## src/rtl/brk_pkg.sv

```systemverilog
package brk_pkg;
  typedef enum logic [1:0] {
    MODE_OFF  = 2'd0,
    MODE_PRE  = 2'd1,
    MODE_POST = 2'd2,
    MODE_OPER = 2'd3
  } brk_mode_e;
  localparam int NCH = 2;
endpackage

```

## src/rtl/brk_chan.sv

```systemverilog
module brk_chan
  import brk_pkg::*;
#(
  parameter int AW = 32
) (
  input  logic          clk,
  input  logic          rst_n,
  input  logic [1:0]    mode,
  input  logic [AW-1:0] addr,
  input  logic          valid,
  input  logic [AW-1:0] pc,
  input  logic          opacc,
  input  logic          multi,
  input  logic          retire,
  input  logic          dbr,
  input  logic          block,
  input  logic          supp,
  input  logic          clr_we,
  input  logic          clr_bit,
  output logic          pre_hit,
  output logic          brk_now,
  output logic          brk_defer,
  output logic          flag
);
  brk_mode_e m;
  logic eq, post_c, op_flag, op_brk, comp_hit, set;

  assign m        = brk_mode_e'(mode);
  assign eq       = (addr == pc);
  assign pre_hit  = valid && (m == MODE_PRE) && eq && !block;
  assign post_c   = valid && (m == MODE_POST) && eq && retire && !supp;
  assign op_flag  = valid && (m == MODE_OPER) && eq && opacc && !supp && (retire || multi);
  assign op_brk   = op_flag && retire;
  assign comp_hit = post_c || op_brk;
  assign brk_now  = comp_hit && !dbr;
  assign brk_defer = comp_hit && dbr;
  assign set      = pre_hit || post_c || op_flag;

  always_ff @(posedge clk or negedge rst_n) begin
    if (!rst_n)             flag <= 1'b0;
    else if (set)           flag <= 1'b1;
    else if (clr_we && !clr_bit) flag <= 1'b0;
  end
endmodule

```

## src/rtl/brk_ret.sv

```systemverilog
module brk_ret #(
  parameter int AW = 32
) (
  input  logic          clk,
  input  logic          rst_n,
  input  logic          valid,
  input  logic [AW-1:0] pc,
  input  logic          taken,
  input  logic [AW-1:0] target,
  input  logic          any_pre,
  input  logic          any_now,
  input  logic          any_defer,
  output logic          res_valid,
  output logic          res_supp,
  output logic          res_brk,
  output logic [AW-1:0] res_ret
);
  localparam logic [AW-1:0] STEP = AW'(2);
  logic          pend;
  logic [AW-1:0] pend_addr;
  logic          brk;
  logic [AW-1:0] ret;

  assign brk = valid && (any_pre || any_now || pend);

  always_comb begin
    if (any_pre)   ret = pc;
    else if (pend) ret = pend_addr;
    else           ret = pc + STEP;
  end

  always_ff @(posedge clk or negedge rst_n) begin
    if (!rst_n) begin
      pend      <= 1'b0;
      pend_addr <= '0;
      res_valid <= 1'b0;
      res_supp  <= 1'b0;
      res_brk   <= 1'b0;
      res_ret   <= '0;
    end else begin
      res_valid <= valid;
      res_supp  <= valid && any_pre;
      res_brk   <= brk;
      res_ret   <= brk ? ret : '0;
      if (valid) begin
        pend      <= any_defer && !pend;
        pend_addr <= taken ? target : pc + STEP + STEP;
      end
    end
  end
endmodule

```

## src/rtl/brk_unit.sv

```systemverilog
module brk_unit
  import brk_pkg::*;
#(
  parameter int AW = 32
) (
  input  logic                clk,
  input  logic                rst_n,
  input  logic [2*NCH-1:0]    cfg_mode,
  input  logic [NCH*AW-1:0]   cfg_addr,
  input  logic                clr_we,
  input  logic [NCH-1:0]      clr_data,
  input  logic                in_valid,
  output logic                in_ready,
  input  logic [AW-1:0]       in_pc,
  input  logic                in_opacc,
  input  logic                in_multi,
  input  logic                in_retire,
  input  logic                in_tlbmiss,
  input  logic                in_dbr,
  input  logic                in_taken,
  input  logic [AW-1:0]       in_target,
  output logic                res_valid,
  output logic                res_supp,
  output logic                res_brk,
  output logic [AW-1:0]       res_ret,
  output logic [NCH-1:0]      flags
);
  logic [NCH-1:0] pre_hit, now_hit, defer_hit, blk;
  logic a_last, supp, tlb_unused;

  assign in_ready   = 1'b1;
  assign supp       = |pre_hit;
  assign tlb_unused = in_tlbmiss;

  always_ff @(posedge clk or negedge rst_n) begin
    if (!rst_n)        a_last <= 1'b0;
    else if (in_valid) a_last <= pre_hit[0];
  end

  for (genvar i = 0; i < NCH; i++) begin : g_ch
    if (i == 1) begin : g_blk
      assign blk[i] = a_last;
    end else begin : g_free
      assign blk[i] = 1'b0;
    end
    brk_chan #(.AW(AW)) u_chan (
      .clk(clk), .rst_n(rst_n),
      .mode(cfg_mode[2*i +: 2]), .addr(cfg_addr[AW*i +: AW]),
      .valid(in_valid), .pc(in_pc), .opacc(in_opacc), .multi(in_multi),
      .retire(in_retire), .dbr(in_dbr), .block(blk[i]), .supp(supp),
      .clr_we(clr_we), .clr_bit(clr_data[i]),
      .pre_hit(pre_hit[i]), .brk_now(now_hit[i]), .brk_defer(defer_hit[i]),
      .flag(flags[i])
    );
  end

  brk_ret #(.AW(AW)) u_ret (
    .clk(clk), .rst_n(rst_n), .valid(in_valid), .pc(in_pc),
    .taken(in_taken), .target(in_target),
    .any_pre(supp), .any_now(|now_hit), .any_defer(|defer_hit),
    .res_valid(res_valid), .res_supp(res_supp), .res_brk(res_brk), .res_ret(res_ret)
  );
endmodule

```

## config.mk

```make
export PLATFORM = sky130hd
export DESIGN_NAME = brk_unit
export DESIGN_NICKNAME = d
export VERILOG_FILES = /design/src/rtl/brk_pkg.sv /design/src/rtl/brk_chan.sv /design/src/rtl/brk_ret.sv /design/src/rtl/brk_unit.sv
export SDC_FILE = /design/constraint.sdc
export NUM_CORES = 1
export LEC_CHECK = 0
export ABC_AREA = 1
export BUFFER_PORTS_ARGS = -buffer_cell sky130_fd_sc_hd__buf_2
export CAP_MARGIN = 5
export CORE_MARGIN = 4
export CORE_UTILIZATION = 40
export CTS_CLUSTER_SIZE = 24
export DETAILED_ROUTE_END_ITERATION = 8
export GPL_ROUTABILITY_DRIVEN = 0
export PLACE_DENSITY_LB_ADDON = 0.05
export SYNTH_ARGS = -nofsm -noshare
export SYNTH_HDL_FRONTEND = slang
export SYNTH_HIERARCHICAL = 1
export SYNTH_SLANG_ARGS = --single-unit
```

## constraint.sdc

```tcl
create_clock -name clk -period 4.72 [get_ports clk]
set_input_delay 0.944 -clock clk [delete_from_list [all_inputs] [get_ports clk]]
set_output_delay 0.944 -clock clk [all_outputs]
set_load 0.1 [all_outputs]
```

==> impl_metrics.csv <==
group,metric,value,unit
run_status,status,"complete, no violations",
critical_path,crit_path_end,"u_ret/res_ret[19]",
critical_path,r2r_end,"u_ret/res_ret[19]",
synthesis,synth_cell_types,48,
global_route,antenna_found_initial,0,
synthesis,synthTopCellsByArea,"dfrtp_1 26%, nand2_1 23%, inv_1 11%",
routing,initialDrtViolationCount,562,
synthesis,synth_seq_cells,71,
cts,clkSlewWorstSetupHoldPaths,0.06,ns
routing,vias,7584,
cts,cts_buffers,9,
cts,numClockSinks,71,
timing,maxSlewViolCount,0,
global_route,grt_pass1_wl,35700,um
routing,ant_nets,0,
critical_path,path_class,"in2reg",
synthesis,synth_compound_area_share,9.99,%
min_path,hold_class,"reg2reg",
cts,cts_root_buffer,"clkbuf_16",
synthesis,synth-adder-area-share,0.370,%
timing,fin_crit,3.59,ns
routing,firstDrtPassIters,6,
floorplan,start_util,40.8,%
synthesis,yosysTopAreaCell,"dfrtp_1",
power,ir_drop,185,uV
floorplan,core_area,16600,sq um
synthesis,yosys_warnings,6,
timing,tightest_slew,0.961,ns
floorplan,chipWidth,138,um
synthesis,synthMuxAreaShare,0,%
floorplan,die_y,138,um
synthesis,async_flop_share,100,%
timing,relSlewSlack,35.9,%
finish,areaGrowthSynthToFinish,20.9,%
synthesis,synth_xor_area_share,1.42,%
finish,multi_input_area,4100,sq um
critical_path,r2r_start,"a_last",
finish,fin_cells,1572,
synthesis,synth_edf_count,0,
global_route,grt_max_degree,72,
finish,final_nets,1493,
critical_path,cp_slowest_cell,"or2_1",
floorplan,die-area,19100,sq um
timing,final.setup_skew,0.00636,ns
global_route,overflow,0,
finish,regArea,1780,sq um
synthesis,synthesis.area,6760,sq um
timing,setup_violations,0,
timing,fin_tns_setup,0,ns
finish,fillerInstances,1819,
timing,hold_violations,0,
timing,finalCritPeriodShare,76.0,%
floorplan,placement_rows,47,
critical_path,path_max_fanout,15,
timing,max_freq,0.279,GHz
synthesis,avgSynthCellArea,5.77,sq um
power,power_density,208,nW/um^2
finish,drive_above_1_share,20.8,%
synthesis,yosys.area.top_type_share,26.3,%
cts,cts_setup_buffers,0,
routing,route.detailed.drc,0,
synthesis,syn-num-nets,1319,
synthesis,yosys.area_share.simple,48.7,%
place,hpwl,17300,um
synthesis,synth_flop_cell,"dfrtp_1",
critical_path,crit_path_end_kind,"register",
power,p_leak,0.00497,uW
cts,hold_buffers,0,
finish,finish.utilization,49.3,%
critical_path,startpoint,"in_pc[3]",
routing,wire_per_inst,14.5,um
critical_path,crit_chain,"buf_2 -> inv_1 -> nand2_1 -> nand2_1 -> nor2_1 -> nand2_1 -> nor2_1 -> nand2_1 -> nor3b_1 -> or2_1 -> nor3_1 -> o211ai_2 -> nor2_1 -> or2_1 -> o21ai_2 -> inv_1 -> o2111ai_1 -> inv_1",
critical_path,worstPathRequired,4.95,ns
cts,cts_tree,"built",
place,port_buffers,179,
synthesis,ys_seq_area_share,26.3,%
cts,h-tree-depth,3,
place,dp_cells,1556,
critical_path,cpMostUsedCell,"nand2_1",
critical_path,ff2ff_setup_slack,1.93,ns
job,maxCapViolCount,0,
synthesis,synth_cells,1173,
global_route,grt_pass1_vias,7008,
floorplan,ios,182,
global_route,grt.total_usage,23.1,%
critical_path,cpPeakStageDelay,0.36,ns
critical_path,critical_path_arrival,3.81,ns
finish,num_antenna_cells,0,
routing,vias_per_cell,4.82,
timing,rsz0062_at_grt,"no",
critical_path,r2r_cells,11,
cts,insertion_delay,0.34,ns
cts,cts_resized,0,
synthesis,synth_top_family_by_area,"simple AND/OR/NAND/NOR gates",
routing,wl,22700,um
timing,hold_slack,0.481,ns
cts,ctsLongestPathBuffers,2,
critical_path,critPathLaunchType,"input pin",
## cell families after synthesis
kind of cell	Yosys count
DFF	71
buffers and inverters	232
xor gates and xnor gates	11
adders and majority gates	2
other	2
AOI/OAI and AO/OA	109
and+or+nand+nor	746
## power breakdown
part	switching [uW]	internal, uW	total, uW
Sequential	16.6	639	655
Combinational	254	131	385
Clock	286	372	658
Total	556	1140	1700
## worst min path at each step
stage | start | end | slack (ns) | cells past startpoint
finish | u_ret/pend_addr[6] | u_ret/pend_addr[6] | 0.48 | 2
global route | u_ret/pend_addr[8] | u_ret/pend_addr[8] | 0.50 | 2
global placement | u_ret/pend_addr[16] | u_ret/pend_addr[16] | 0.46 | 2
CTS | u_ret/pend_addr[6] | u_ret/pend_addr[6] | 0.48 | 2
detailed placement | u_ret/pend_addr[25] | u_ret/pend_addr[25] | 0.47 | 2
floorplan | a_last | a_last | 0.44 | 2
## registers in the layout (all words and copies together) (netlist names)
signal	flops
u_ret/pend_addr	32
a_last	1
u_ret/res_brk	1
u_ret/res_valid	1
u_ret/res_ret	32
u_ret/pend	1
g_ch.u_chan/flag	2
u_ret/res_supp	1
## final cells by class
class / instances / area share, %
clock inverters: 6 / 0.536
flip-flops and latches: 71 / 21.7
inverters: 208 / 9.57
repair buffers: 187 / 11.7
well taps: 220 / 3.37
multi-input cells: 870 / 50.2
clock buffers: 10 / 2.92
## synth_stat cells, drive strengths merged (5+ instances only)
cell and number:
nor3 6, o22ai 7, nand4 5, a21oi 21, o221ai 7, buf 6, nand2 450, inv 206
clkbuf 17, a221oi 5, o2111ai 8, xor2 11, o21ai 45, nor2 213, a31oi 6, nand3 59
o211ai 6, dfrtp 71
## metal layers
layer,global-route usage (%),up-vias,part of all wire [%]
met2,40.2,240,48
met3,4.32,35,5.9
met1,29.1,3394,44
met4,7.38,0,2.4
li1,-,3915,-
met5,0,-,0
## metrics by stage
| step | area (sq um) | setup slack [ns] | total power (uW) |
|---|---|---|---|
| 6_report | 8180 | 1.13 | 1700 |
| 2_1_floorplan | 6760 | 1.34 | 883 |
| 4_1_cts | 8180 | 1.15 | 1720 |
| 3_5_place_dp | 7890 | 0.793 | 1050 |
| 3_3_place_gp | 7890 | 0.807 | 1050 |
| 5_1_grt | 8180 | 0.860 | 1790 |
## worst max-delay path: cells and delay by family
kind / cells / cell delay, ns
AND/OR/NAND/NOR: 11 / 1.64
AO/OA/AOI/OAI: 3 / 0.58
buffers and inverters: 4 / 0.62
## cell usage in the layout (no fill, tap or decap), types with 2 or more instances in the layout
cell / Yosys / routed
o211ai_1: 4 / 4
a221oi_1: 5 / 5
inv_2: 12 / 12
ha_1: 2 / 2
nand2_4: 4 / 4
nor3b_1: 2 / 2
nand4_1: 5 / 5
a211oi_1: 2 / 2
clkbuf_16: 0 / 9
inv_1: 194 / 194
a31oi_1: 6 / 6
clkinv_2: 1 / 3
nand2_2: 23 / 23
o211ai_2: 2 / 2
nand2_1: 422 / 422
clkinv_4: 0 / 2
nor2_2: 9 / 9
nand3_1: 57 / 57
o221ai_1: 7 / 7
buf_2: 4 / 178
o22ai_1: 7 / 7
xor2_1: 11 / 11
o21ai_0: 39 / 39
o21ai_1: 5 / 5
dfrtp_1: 71 / 71
nor4_1: 2 / 2
nor2_4: 14 / 14
nor3_1: 5 / 5
nor4_4: 2 / 2
buf_4: 1 / 9
conb_1: 2 / 2
a21oi_1: 21 / 21
nor2_1: 185 / 185
or2_1: 3 / 3
nor2_8: 5 / 5
and2_1: 2 / 2
o2111ai_1: 8 / 8
(Power assumes the default switching activity.)
